$ cat src/rtl/stress_pkg.sv
package stress_pkg;

    localparam int RUN_W_DEF        = 6;
    localparam int EQ_RUN_DEF       = 19;
    localparam int CR_RUN_DEF       = 20;
    localparam int SD_WORD_DEF      = 10;
    localparam int HD_WORD_DEF      = 20;
    localparam int PERSIST_HITS_DEF = 8;
    localparam int CNT_W_DEF        = 16;

    typedef struct packed {
        logic eq;
        logic cr;
    } hit_t;

    typedef struct packed {
        logic eq_seen;
        logic cr_seen;
        logic persist;
    } line_sum_t;

endpackage

$ cat src/rtl/srd_run_tracker.sv
module srd_run_tracker
    import stress_pkg::*;
#(
    parameter int RUN_W  = RUN_W_DEF,
    parameter int EQ_RUN = EQ_RUN_DEF,
    parameter int CR_RUN = CR_RUN_DEF
) (
    input  logic clk,
    input  logic rst,
    input  logic valid,
    input  logic bit_in,
    output hit_t hit
);
    localparam logic [RUN_W-1:0] RUN_MAX = '1;
    localparam logic [RUN_W-1:0] EQ_LEN  = RUN_W'(EQ_RUN);
    localparam logic [RUN_W-1:0] CR_LEN  = RUN_W'(CR_RUN);
    localparam logic [RUN_W-1:0] ONE     = RUN_W'(1);

    logic             have_prev;
    logic             prev_bit;
    logic [RUN_W-1:0] run_len;
    logic [RUN_W-1:0] zero_run;
    logic [RUN_W-1:0] run_next;
    logic             same;

    always_comb begin
        same = have_prev && (bit_in == prev_bit);
        if (same)
            run_next = (run_len == RUN_MAX) ? run_len : run_len + ONE;
        else
            run_next = ONE;
        hit.eq = valid && have_prev && !same && (run_len == EQ_LEN);
        hit.cr = valid && bit_in && (run_next == CR_LEN) && (zero_run == CR_LEN);
    end

    always_ff @(posedge clk) begin
        if (rst) begin
            have_prev <= 1'b0;
            prev_bit  <= 1'b0;
            run_len   <= '0;
            zero_run  <= '0;
        end else if (valid) begin
            have_prev <= 1'b1;
            prev_bit  <= bit_in;
            run_len   <= run_next;
            if (have_prev && !prev_bit && bit_in)
                zero_run <= run_len;
        end
    end

endmodule

$ cat src/rtl/srd_word_counter.sv
module srd_word_counter #(
    parameter int SD_WORD = stress_pkg::SD_WORD_DEF,
    parameter int HD_WORD = stress_pkg::HD_WORD_DEF
) (
    input  logic clk,
    input  logic rst,
    input  logic valid,
    input  logic hd_mode,
    input  logic line_end,
    output logic word_last
);
    localparam int MAX_WORD = (SD_WORD > HD_WORD) ? SD_WORD : HD_WORD;
    localparam int POS_W    = $clog2(MAX_WORD);

    logic [POS_W-1:0] pos;
    logic [POS_W-1:0] limit;
    logic             at_last;

    always_comb begin
        limit     = hd_mode ? POS_W'(HD_WORD - 1) : POS_W'(SD_WORD - 1);
        at_last   = (pos >= limit);
        word_last = valid && at_last;
    end

    always_ff @(posedge clk) begin
        if (rst)
            pos <= '0;
        else if (valid)
            pos <= (at_last || line_end) ? '0 : pos + POS_W'(1);
    end

endmodule

$ cat src/rtl/srd_line_tracker.sv
module srd_line_tracker
    import stress_pkg::*;
#(
    parameter int RUN_W        = RUN_W_DEF,
    parameter int EQ_RUN       = EQ_RUN_DEF,
    parameter int PERSIST_HITS = PERSIST_HITS_DEF
) (
    input  logic      clk,
    input  logic      rst,
    input  logic      valid,
    input  logic      line_end,
    input  hit_t      hit,
    output line_sum_t summary,
    output logic      persist
);
    localparam int               STREAK_W   = $clog2(PERSIST_HITS + 1);
    localparam logic [RUN_W-1:0] GAP_MAX    = '1;
    localparam logic [RUN_W-1:0] CHAIN_GAP  = RUN_W'(EQ_RUN);
    localparam logic [STREAK_W-1:0] STK_MAX = '1;
    localparam logic [STREAK_W-1:0] STK_TOP = STREAK_W'(PERSIST_HITS);

    logic [RUN_W-1:0]    gap;
    logic [STREAK_W-1:0] streak;
    logic [STREAK_W-1:0] streak_next;
    logic                any_eq;
    logic                any_cr;
    logic                chained;
    logic                reach;

    always_comb begin
        chained = (streak != '0) && (gap == CHAIN_GAP);
        if (hit.eq)
            streak_next = chained ? ((streak == STK_MAX) ? streak : streak + STREAK_W'(1))
                                  : STREAK_W'(1);
        else
            streak_next = streak;
        reach = (streak_next >= STK_TOP);
        summary.eq_seen = valid && line_end && (any_eq || hit.eq);
        summary.cr_seen = valid && line_end && (any_cr || hit.cr);
        summary.persist = valid && line_end && (persist || reach);
    end

    always_ff @(posedge clk) begin
        if (rst) begin
            gap     <= GAP_MAX;
            streak  <= '0;
            any_eq  <= 1'b0;
            any_cr  <= 1'b0;
            persist <= 1'b0;
        end else if (valid) begin
            gap <= hit.eq ? '0 : ((gap == GAP_MAX) ? gap : gap + RUN_W'(1));
            if (line_end) begin
                streak  <= '0;
                any_eq  <= 1'b0;
                any_cr  <= 1'b0;
                persist <= 1'b0;
            end else begin
                streak  <= streak_next;
                any_eq  <= any_eq || hit.eq;
                any_cr  <= any_cr || hit.cr;
                persist <= persist || reach;
            end
        end
    end

endmodule

$ cat src/rtl/srd_field_counter.sv
module srd_field_counter #(
    parameter int CNT_W = stress_pkg::CNT_W_DEF
) (
    input  logic             clk,
    input  logic             rst,
    input  logic             valid,
    input  logic             field_start,
    input  logic             hit,
    output logic [CNT_W-1:0] total
);
    localparam logic [CNT_W-1:0] CNT_MAX = '1;

    logic [CNT_W-1:0] count;

    always_ff @(posedge clk) begin
        if (rst) begin
            count <= '0;
            total <= '0;
        end else if (valid) begin
            if (field_start) begin
                total <= count;
                count <= hit ? CNT_W'(1) : '0;
            end else if (hit && count != CNT_MAX) begin
                count <= count + CNT_W'(1);
            end
        end
    end

endmodule

$ cat src/rtl/stress_run_detector.sv
module stress_run_detector
    import stress_pkg::*;
#(
    parameter int CNT_W        = CNT_W_DEF,
    parameter int RUN_W        = RUN_W_DEF,
    parameter int EQ_RUN       = EQ_RUN_DEF,
    parameter int CR_RUN       = CR_RUN_DEF,
    parameter int SD_WORD      = SD_WORD_DEF,
    parameter int HD_WORD      = HD_WORD_DEF,
    parameter int PERSIST_HITS = PERSIST_HITS_DEF
) (
    input  logic             clk,
    input  logic             rst,
    input  logic             bit_valid,
    input  logic             bit_in,
    input  logic             hd_mode,
    input  logic             line_end,
    input  logic             field_start,
    output logic             eq_hit,
    output logic             cr_hit,
    output logic             word_end,
    output logic             line_eq_seen,
    output logic             line_cr_seen,
    output logic             line_eq_persist,
    output logic             eq_persist,
    output logic [CNT_W-1:0] field_eq_count,
    output logic [CNT_W-1:0] field_cr_count
);
    localparam int N_CLASS = 2;

    hit_t             hit;
    line_sum_t        summary;
    logic             word_last;
    logic [N_CLASS-1:0] hit_vec;
    logic [CNT_W-1:0] totals [N_CLASS];

    srd_run_tracker #(
        .RUN_W (RUN_W),
        .EQ_RUN(EQ_RUN),
        .CR_RUN(CR_RUN)
    ) u_run (
        .clk   (clk),
        .rst   (rst),
        .valid (bit_valid),
        .bit_in(bit_in),
        .hit   (hit)
    );

    srd_word_counter #(
        .SD_WORD(SD_WORD),
        .HD_WORD(HD_WORD)
    ) u_word (
        .clk      (clk),
        .rst      (rst),
        .valid    (bit_valid),
        .hd_mode  (hd_mode),
        .line_end (line_end),
        .word_last(word_last)
    );

    srd_line_tracker #(
        .RUN_W       (RUN_W),
        .EQ_RUN      (EQ_RUN),
        .PERSIST_HITS(PERSIST_HITS)
    ) u_line (
        .clk     (clk),
        .rst     (rst),
        .valid   (bit_valid),
        .line_end(line_end),
        .hit     (hit),
        .summary (summary),
        .persist (eq_persist)
    );

    assign hit_vec = {hit.cr, hit.eq};

    for (genvar g = 0; g < N_CLASS; g++) begin : g_class
        srd_field_counter #(.CNT_W(CNT_W)) u_cnt (
            .clk        (clk),
            .rst        (rst),
            .valid      (bit_valid),
            .field_start(field_start),
            .hit        (hit_vec[g]),
            .total      (totals[g])
        );
    end

    assign field_eq_count = totals[0];
    assign field_cr_count = totals[1];

    always_ff @(posedge clk) begin
        if (rst) begin
            eq_hit          <= 1'b0;
            cr_hit          <= 1'b0;
            word_end        <= 1'b0;
            line_eq_seen    <= 1'b0;
            line_cr_seen    <= 1'b0;
            line_eq_persist <= 1'b0;
        end else begin
            eq_hit          <= hit.eq;
            cr_hit          <= hit.cr;
            word_end        <= word_last;
            line_eq_seen    <= summary.eq_seen;
            line_cr_seen    <= summary.cr_seen;
            line_eq_persist <= summary.persist;
        end
    end

endmodule

$ cat config.mk
export PLATFORM = sky130hd
export DESIGN_NAME = stress_run_detector
export DESIGN_NICKNAME = d
export VERILOG_FILES = /design/src/rtl/stress_pkg.sv /design/src/rtl/srd_run_tracker.sv /design/src/rtl/srd_word_counter.sv /design/src/rtl/srd_line_tracker.sv /design/src/rtl/srd_field_counter.sv /design/src/rtl/stress_run_detector.sv
export SDC_FILE = /design/constraint.sdc
export NUM_CORES = 1
export LEC_CHECK = 0
export BUFFER_PORTS_ARGS = -buffer_cell sky130_fd_sc_hd__buf_2
export CORE_ASPECT_RATIO = 0.9
export CORE_MARGIN = 2
export CORE_UTILIZATION = 42
export DETAILED_ROUTE_END_ITERATION = 10
export PLACE_DENSITY_LB_ADDON = 0.15
export SYNTH_ARGS = -nofsm -noshare
export SYNTH_HDL_FRONTEND = slang
export SYNTH_SLANG_ARGS = --single-unit
$ cat constraint.sdc
create_clock -name clk -period 3.5 [get_ports clk]
set_input_delay 0 -clock clk [delete_from_list [all_inputs] [get_ports clk]]
set_output_delay 0 -clock clk [all_outputs]
set_load 0.05 [all_outputs]
* Yosys cells after proc, flatten, opt, wreduce, memory -nomap -nowiden
Index checks and enable logic that the tools add are counted.
Widths: inputs -> output; s select.
** Cells by class
- Eq/ne operators :: 11
- Reduce and logical (&&, ||, !) cells :: 31
- Add/subtract/negate cells :: 6
- Order comparisons :: 2
- Muxes and demuxes :: 19
** Operator list (number)
- $mux 16 :: 4
- $add 16x1->16 const B :: 2
- $ne 16x16->1 const B :: 2
- $eq 6x5->1 const B :: 4
- $mux 6 :: 4
- $logic_and 1x1->1 :: 17
- $mux 4 :: 4
- $add 6x1->6 const B :: 2
- $eq 6x6->1 const B :: 2
- $mux 5 :: 2
- $reduce_and 2->1 :: 5
- $add 5x1->5 const B :: 1
- $ge 5x5->1 :: 1
- $mux 1 :: 5
- $add 4x1->4 const B :: 1
- $eq 4x4->1 const B :: 1
- $ge 4x4->1 const B :: 1
- $logic_or 1x1->1 :: 4
- $reduce_bool 2->1 :: 2
- $reduce_bool 4->1 :: 1
- $logic_not 1->1 :: 2
- $ne 2x1->1 const B :: 1
- $eq 1x1->1 :: 1
** Word-level totals
- Logic and storage cells :: 89
- Bits of input ports :: 7
- Output and inout port bits :: 39
- Register bits after elaboration :: 102

* Logic depth before layout (Yosys ltp)
- Depth in word-level cells :: 9
- Gate-level depth with buffers :: 9
- Gate-level depth less buffers :: 8

* Hierarchy
A second synthesis with hierarchy kept.
** Unflattened totals
- Cell total of the unflattened synthesis :: 609
- Area total of the unflattened synthesis :: 5143.7 sq um
** By module, submodules not included
- srd_field_counter :: cells an instance 192, seq. area each 640.6 sq um, times used 2, area each 1546.5 sq um
- srd_run_tracker :: cells an instance 89, seq. area each 280.3 sq um, times used 1, area each 770.7 sq um
- srd_line_tracker :: cells an instance 87, seq. area each 260.2 sq um, times used 1, area each 763.2 sq um
- srd_word_counter :: cells an instance 37, seq. area each 100.1 sq um, times used 1, area each 359.1 sq um
- stress_run_detector :: cells an instance 12, seq. area each 120.1 sq um, times used 1, area each 157.7 sq um

* Worst setup path after synthesis
Ideal clock, no wire load.
- Path kind :: flip-flop to flip-flop
- Start point :: reg u_run.run_len[0]
- End point :: reg g_class[1].u_cnt.count[10]
- Arrival time :: 2328 ps
- Slack :: 1043 ps
- Clock period less this slack :: 2457 ps
- Stages on the path, launching flop included :: 10
- Library setup time :: 129 ps
- Required time :: 3371 ps
- Buffers on the path :: 2
- Cell sequence :: dfxtp_1 ha_1 nand2_1 or3_1 mux2i_1 or4_1 buf_2 buf_2 o311ai_0 nand2_1
** Between the ends
- Longest elaborated chain between the ends :: 9
- Elaborated cells between the ends (all ways) :: 10
- Classes of those cells :: add/sub (1); eq/ne (2); mux (2); reduce/logical (5)
** RTL lines
- start: declaration :: line srd_run_tracker.sv:21 : logic [RUN_W-1:0] run_len;
- start signal: assignment :: line srd_run_tracker.sv:45 : run_len <= run_next;
- $add 6x1->6 or $eq 6x6->1 (tied branches) :: line srd_run_tracker.sv:29 : run_next = (run_len == RUN_MAX) ? run_len : run_len + ONE;
- $mux 6 (*) :: line srd_run_tracker.sv:29
- $mux 6 (*) :: line srd_run_tracker.sv:28 : if (same)
- $eq 6x5->1 (*) :: line srd_run_tracker.sv:33 : hit.cr = valid && bit_in && (run_next == CR_LEN) && (zero_run == CR_LEN);
- $logic_and 1x1->1 (*) (2 in series) :: line srd_run_tracker.sv:33
- $logic_and 1x1->1 (*) :: line srd_field_counter.sv:23 : end else if (hit && count != CNT_MAX) begin
- $reduce_bool 2->1 (no line) (*)
- $reduce_and 2->1 (no line) (*)
- end signal: assignment :: line srd_field_counter.sv:22 : count <= hit ? CNT_W'(1) : '0;
- end signal: assignment :: line srd_field_counter.sv:24 : count <= count + CNT_W'(1);
- end: declaration :: line srd_field_counter.sv:13 : logic [CNT_W-1:0] count;
Mark *: on every way between the ends. The rest lies on a longest branch, timed or not.
A chain may end at the register's enable or synchronous reset.

* Worst setup path after layout
- Start point :: reg u_run.run_len[0]
- End point :: reg g_class[1].u_cnt.count[3]
The elaborated chain is that of the path after synthesis.

==> impl_metrics.env <==
export IMPL_drt_pass1_iter_count=4
export IMPL_antenna_found_initial=0
export IMPL_multi_input_comb_area_um2=2450
export IMPL_ant_cells=0
export IMPL_worst_path_clk_slew_ps=70
export IMPL_synth_seq_cells=102
export IMPL_postSynthAreaPerCell_um2=8.259
export IMPL_cts_post_setup_buffers_inserted=0
export IMPL_fin_crit_ps=2893
export IMPL_routed_wire_per_std_cell_um=13.94
export IMPL_post_dp_cell_area_um2=4986
export IMPL_hold_depth=3
export IMPL_grt_ovfl_total=0
export IMPL_setup_viol_count_final=0
export IMPL_cts_tree="yes"
export IMPL_chipWidth_um=115.2
export IMPL_final_hold_violating_endpoints=0
export IMPL_worst_hold_path_type="in2reg"
export IMPL_cts_root_buffer_cell="sky130_fd_sc_hd__clkbuf_16"
export IMPL_ir_drop_mv=0.2870
export IMPL_vias=4051
export IMPL_max_freq_mhz=345.7
export IMPL_grt_setup_unrepaired="false"
export IMPL_syn_cell_area_um2=4674
export IMPL_outcome="finished, final reports clean"
export IMPL_ff2ff_path_depth=7
export IMPL_powerDensity_nw_per_um2=475.2
export IMPL_ys_types=64
export IMPL_layout_cell_area_non_filler_um2=5308
export IMPL_floorplan_die_height_um=104.1
export IMPL_cp_endpoint="g_class[1].u_cnt.count[3]"
export IMPL_setup_worst_path_start="u_run.run_len[0]"
export IMPL_inserted_clock_buffers=9
export IMPL_grt_pass1_vias=3807
export IMPL_worst_setup_path_end_kind="register"
export IMPL_nNetsFinal=610
export IMPL_timing_worst_slew_pin_value_ps=1179
export IMPL_final_max_slew_violation_count=0
export IMPL_synth_warnings=0
export IMPL_postCtsResizedCells=0
export IMPL_route_detailed_vias_per_inst=5.401
export IMPL_drive_gt1_share_pct=13.38
export IMPL_post_synth_inst_count=566
export IMPL_gp_congestion=0.8810
export IMPL_cap_violations=0
export IMPL_p_leak_nw=1.953
export IMPL_wire_length_of_the_first_global_routing_pass_mm=17.99
export IMPL_fillerInstances=1083
export IMPL_clock_insertion_delay_worst_skew_ps=340
export IMPL_ios=46
export IMPL_finalClockSkew_ps=6.618
export IMPL_critical_path_reg2reg_startpoint="u_run.run_len[0]"
export IMPL_yosysSeqAreaShare_pct=43.68
export IMPL_drt_total_wl_mm=10.46
export IMPL_asyncSetResetFlopFracSynth_pct=0
export IMPL_die_area_um2=11990
export IMPL_core_area_um2=10860
export IMPL_portBuffers=45
export IMPL_synth_enable_flop_cells=0
export IMPL_initial_core_util_pct=43.06
export IMPL_rrSetupSlack_ps=610
export IMPL_drt_first_iter_violations=192
export IMPL_setup_worst_path_start_class="register"
export IMPL_largest_net_degree_at_the_start_of_global_routing=55
export IMPL_final_period_utilization_pct=82.65
export IMPL_critical_path_reg2reg_endpoint="g_class[1].u_cnt.count[3]"
export IMPL_htree_levels=3
export IMPL_hpwlAfterDp_mm=7.006
export IMPL_synthesis_to_finish_area_growth_pct=13.54
export IMPL_antenna_left=0
export IMPL_synth_top_flop_cell="sky130_fd_sc_hd__dfxtp_1"
export IMPL_numClockSinks=102
export IMPL_worst_case_headroom_to_the_max_slew_limit_pct=21.09
export IMPL_criticalPathCategory="reg2reg"
export IMPL_cts_buffer_depth=2
export IMPL_drc=0
export IMPL_final_seq_area_um2=2042
export IMPL_syn_num_nets=583
export IMPL_arrival_ps=3170
export IMPL_timing_critical_path_required_ps=3780
export IMPL_grt_total_usage_pct=18.26
export IMPL_finalSetupTns_ps=0
export IMPL_num_rows=36
export IMPL_timing_critical_path_fanout_max=16
[cell usage after synthesis (all sizes together), types with 10 or more instances]
cell	n	area, um2
nor3	19	95.09
buf	12	55.05
dfxtp	102	2042
nand2	103	386.6
ha	10	125.1
inv	11	41.29
nor2	56	210.2
xnor2	18	157.7
nand3	16	85.08
clkbuf	23	86.33
nand4	11	68.82
a21oi	55	279.0
[metrics by stage]
step | cells | util, % | worst slack, ps | power [mW] | hold WS, ps
2_1_floorplan | 566 | - | 1043 | 1.479 | 147.3
3_3_place_gp | 733 | 45.93 | 730.2 | 1.523 | 292.8
3_5_place_dp | 733 | 45.93 | 651.9 | 1.527 | 303.9
4_1_cts | 750 | 48.89 | 653.0 | 2.557 | 1.158
5_1_grt | 750 | 48.89 | 449.7 | 2.640 | 33.89
6_report | 750 | 48.89 | 607.4 | 2.522 | 14.80
[worst max-delay path: stages, from the launching register on]
cell and delay, ps:
sky130_fd_sc_hd__dfxtp_1 440, sky130_fd_sc_hd__ha_1 320, sky130_fd_sc_hd__nand2_1 120, sky130_fd_sc_hd__or3_1 400
sky130_fd_sc_hd__mux2i_1 170, sky130_fd_sc_hd__or4_1 740, sky130_fd_sc_hd__or4_1 550, sky130_fd_sc_hd__nand3_1 90
[registers in the layout, indices dropped and copies added, names as in the netlist, 4 cells and up]
register             flops
g_class.u_cnt.total     32
u_run.run_len            6
u_word.pos               5
u_run.zero_run           6
g_class.u_cnt.count     32
u_line.streak            4
u_line.gap               6
[cell usage in the layout (no fill, tap or decap), drive strengths merged, types with 3 or more instances in the layout]
| master | n |
|---|---|
| nand2 | 103 |
| a21o | 6 |
| nand2b | 4 |
| ha | 10 |
| nand3b | 4 |
| or3 | 4 |
| and4 | 4 |
| or2 | 3 |
| inv | 11 |
| dfxtp | 102 |
| xnor2 | 18 |
| buf | 50 |
| a31oi | 5 |
| mux2i | 8 |
| a211o | 4 |
| nand4 | 11 |
| nor3b | 3 |
| nor3 | 19 |
| a32oi | 5 |
| nor4 | 8 |
| and3 | 7 |
| xor2 | 3 |
| a22oi | 3 |
| nand3 | 16 |
| o21ai | 7 |
| and2 | 3 |
| a31o | 3 |
| o311ai | 7 |
| nor2 | 56 |
| or4 | 3 |
| clkbuf | 12 |
| a21oi | 55 |
| nor2b | 8 |
[worst min-delay path by stage]
stage,to,startpoint
6_report,u_line.streak[3],line_end
5_1_grt,line_eq_persist,line_end
4_1_cts,u_line.streak[3],line_end
3_5_place_dp,u_run.prev_bit,bit_in
3_3_place_gp,u_run.prev_bit,bit_in
2_1_floorplan,u_run.prev_bit,bit_in
[final cells by class]
type	instances	area share, %
Tap cell	152	3.583
Sequential cell	102	38.47
Clock buffer	12	4.833
Timing Repair Buffer	51	5.139
Inverter	11	0.7779
Clock inverter	4	1.037
Multi-Input combinational cell	418	46.16
[where the power goes]
group / total (mW) / leakage [nW] / internal, mW / switching (mW)
clock: 1.02 / 0.149 / 0.596 / 0.422
combinational: 0.263 / 0.981 / 0.119 / 0.143
sequential: 1.24 / 0.824 / 1.20 / 0.0439
total: 2.52 / 1.95 / 1.91 / 0.609
[cells by family (layout without fill, tap and decap cells)]
family	Yosys count	count (layout)	synth area share, %
adders and majority gates	10	10	2.677
buffers and inverters	46	78	3.908
xor gates and xnor gates	21	21	3.935
muxes	9	9	1.954
and+or+nand+nor	265	265	27.65
AOI/OAI and AO/OA	113	113	16.19
DFF	102	102	43.68
[metal layers]
layer	up-vias	global-route usage, %	part of all wire (%)
li1	2051	-	-
met1	1911	24.19	48
met2	77	29.66	47
met3	12	4.720	4.0
met4	0	4.475	1.1
met5	-	0	0
[timing repair]
item | 4_1_cts | 5_1_grt
endpoints found under the hold margin | 1 | 0
setup endpoints to repair | 0 | 0
hold buffers | 1 | 0
(Power assumes the default switching activity.)
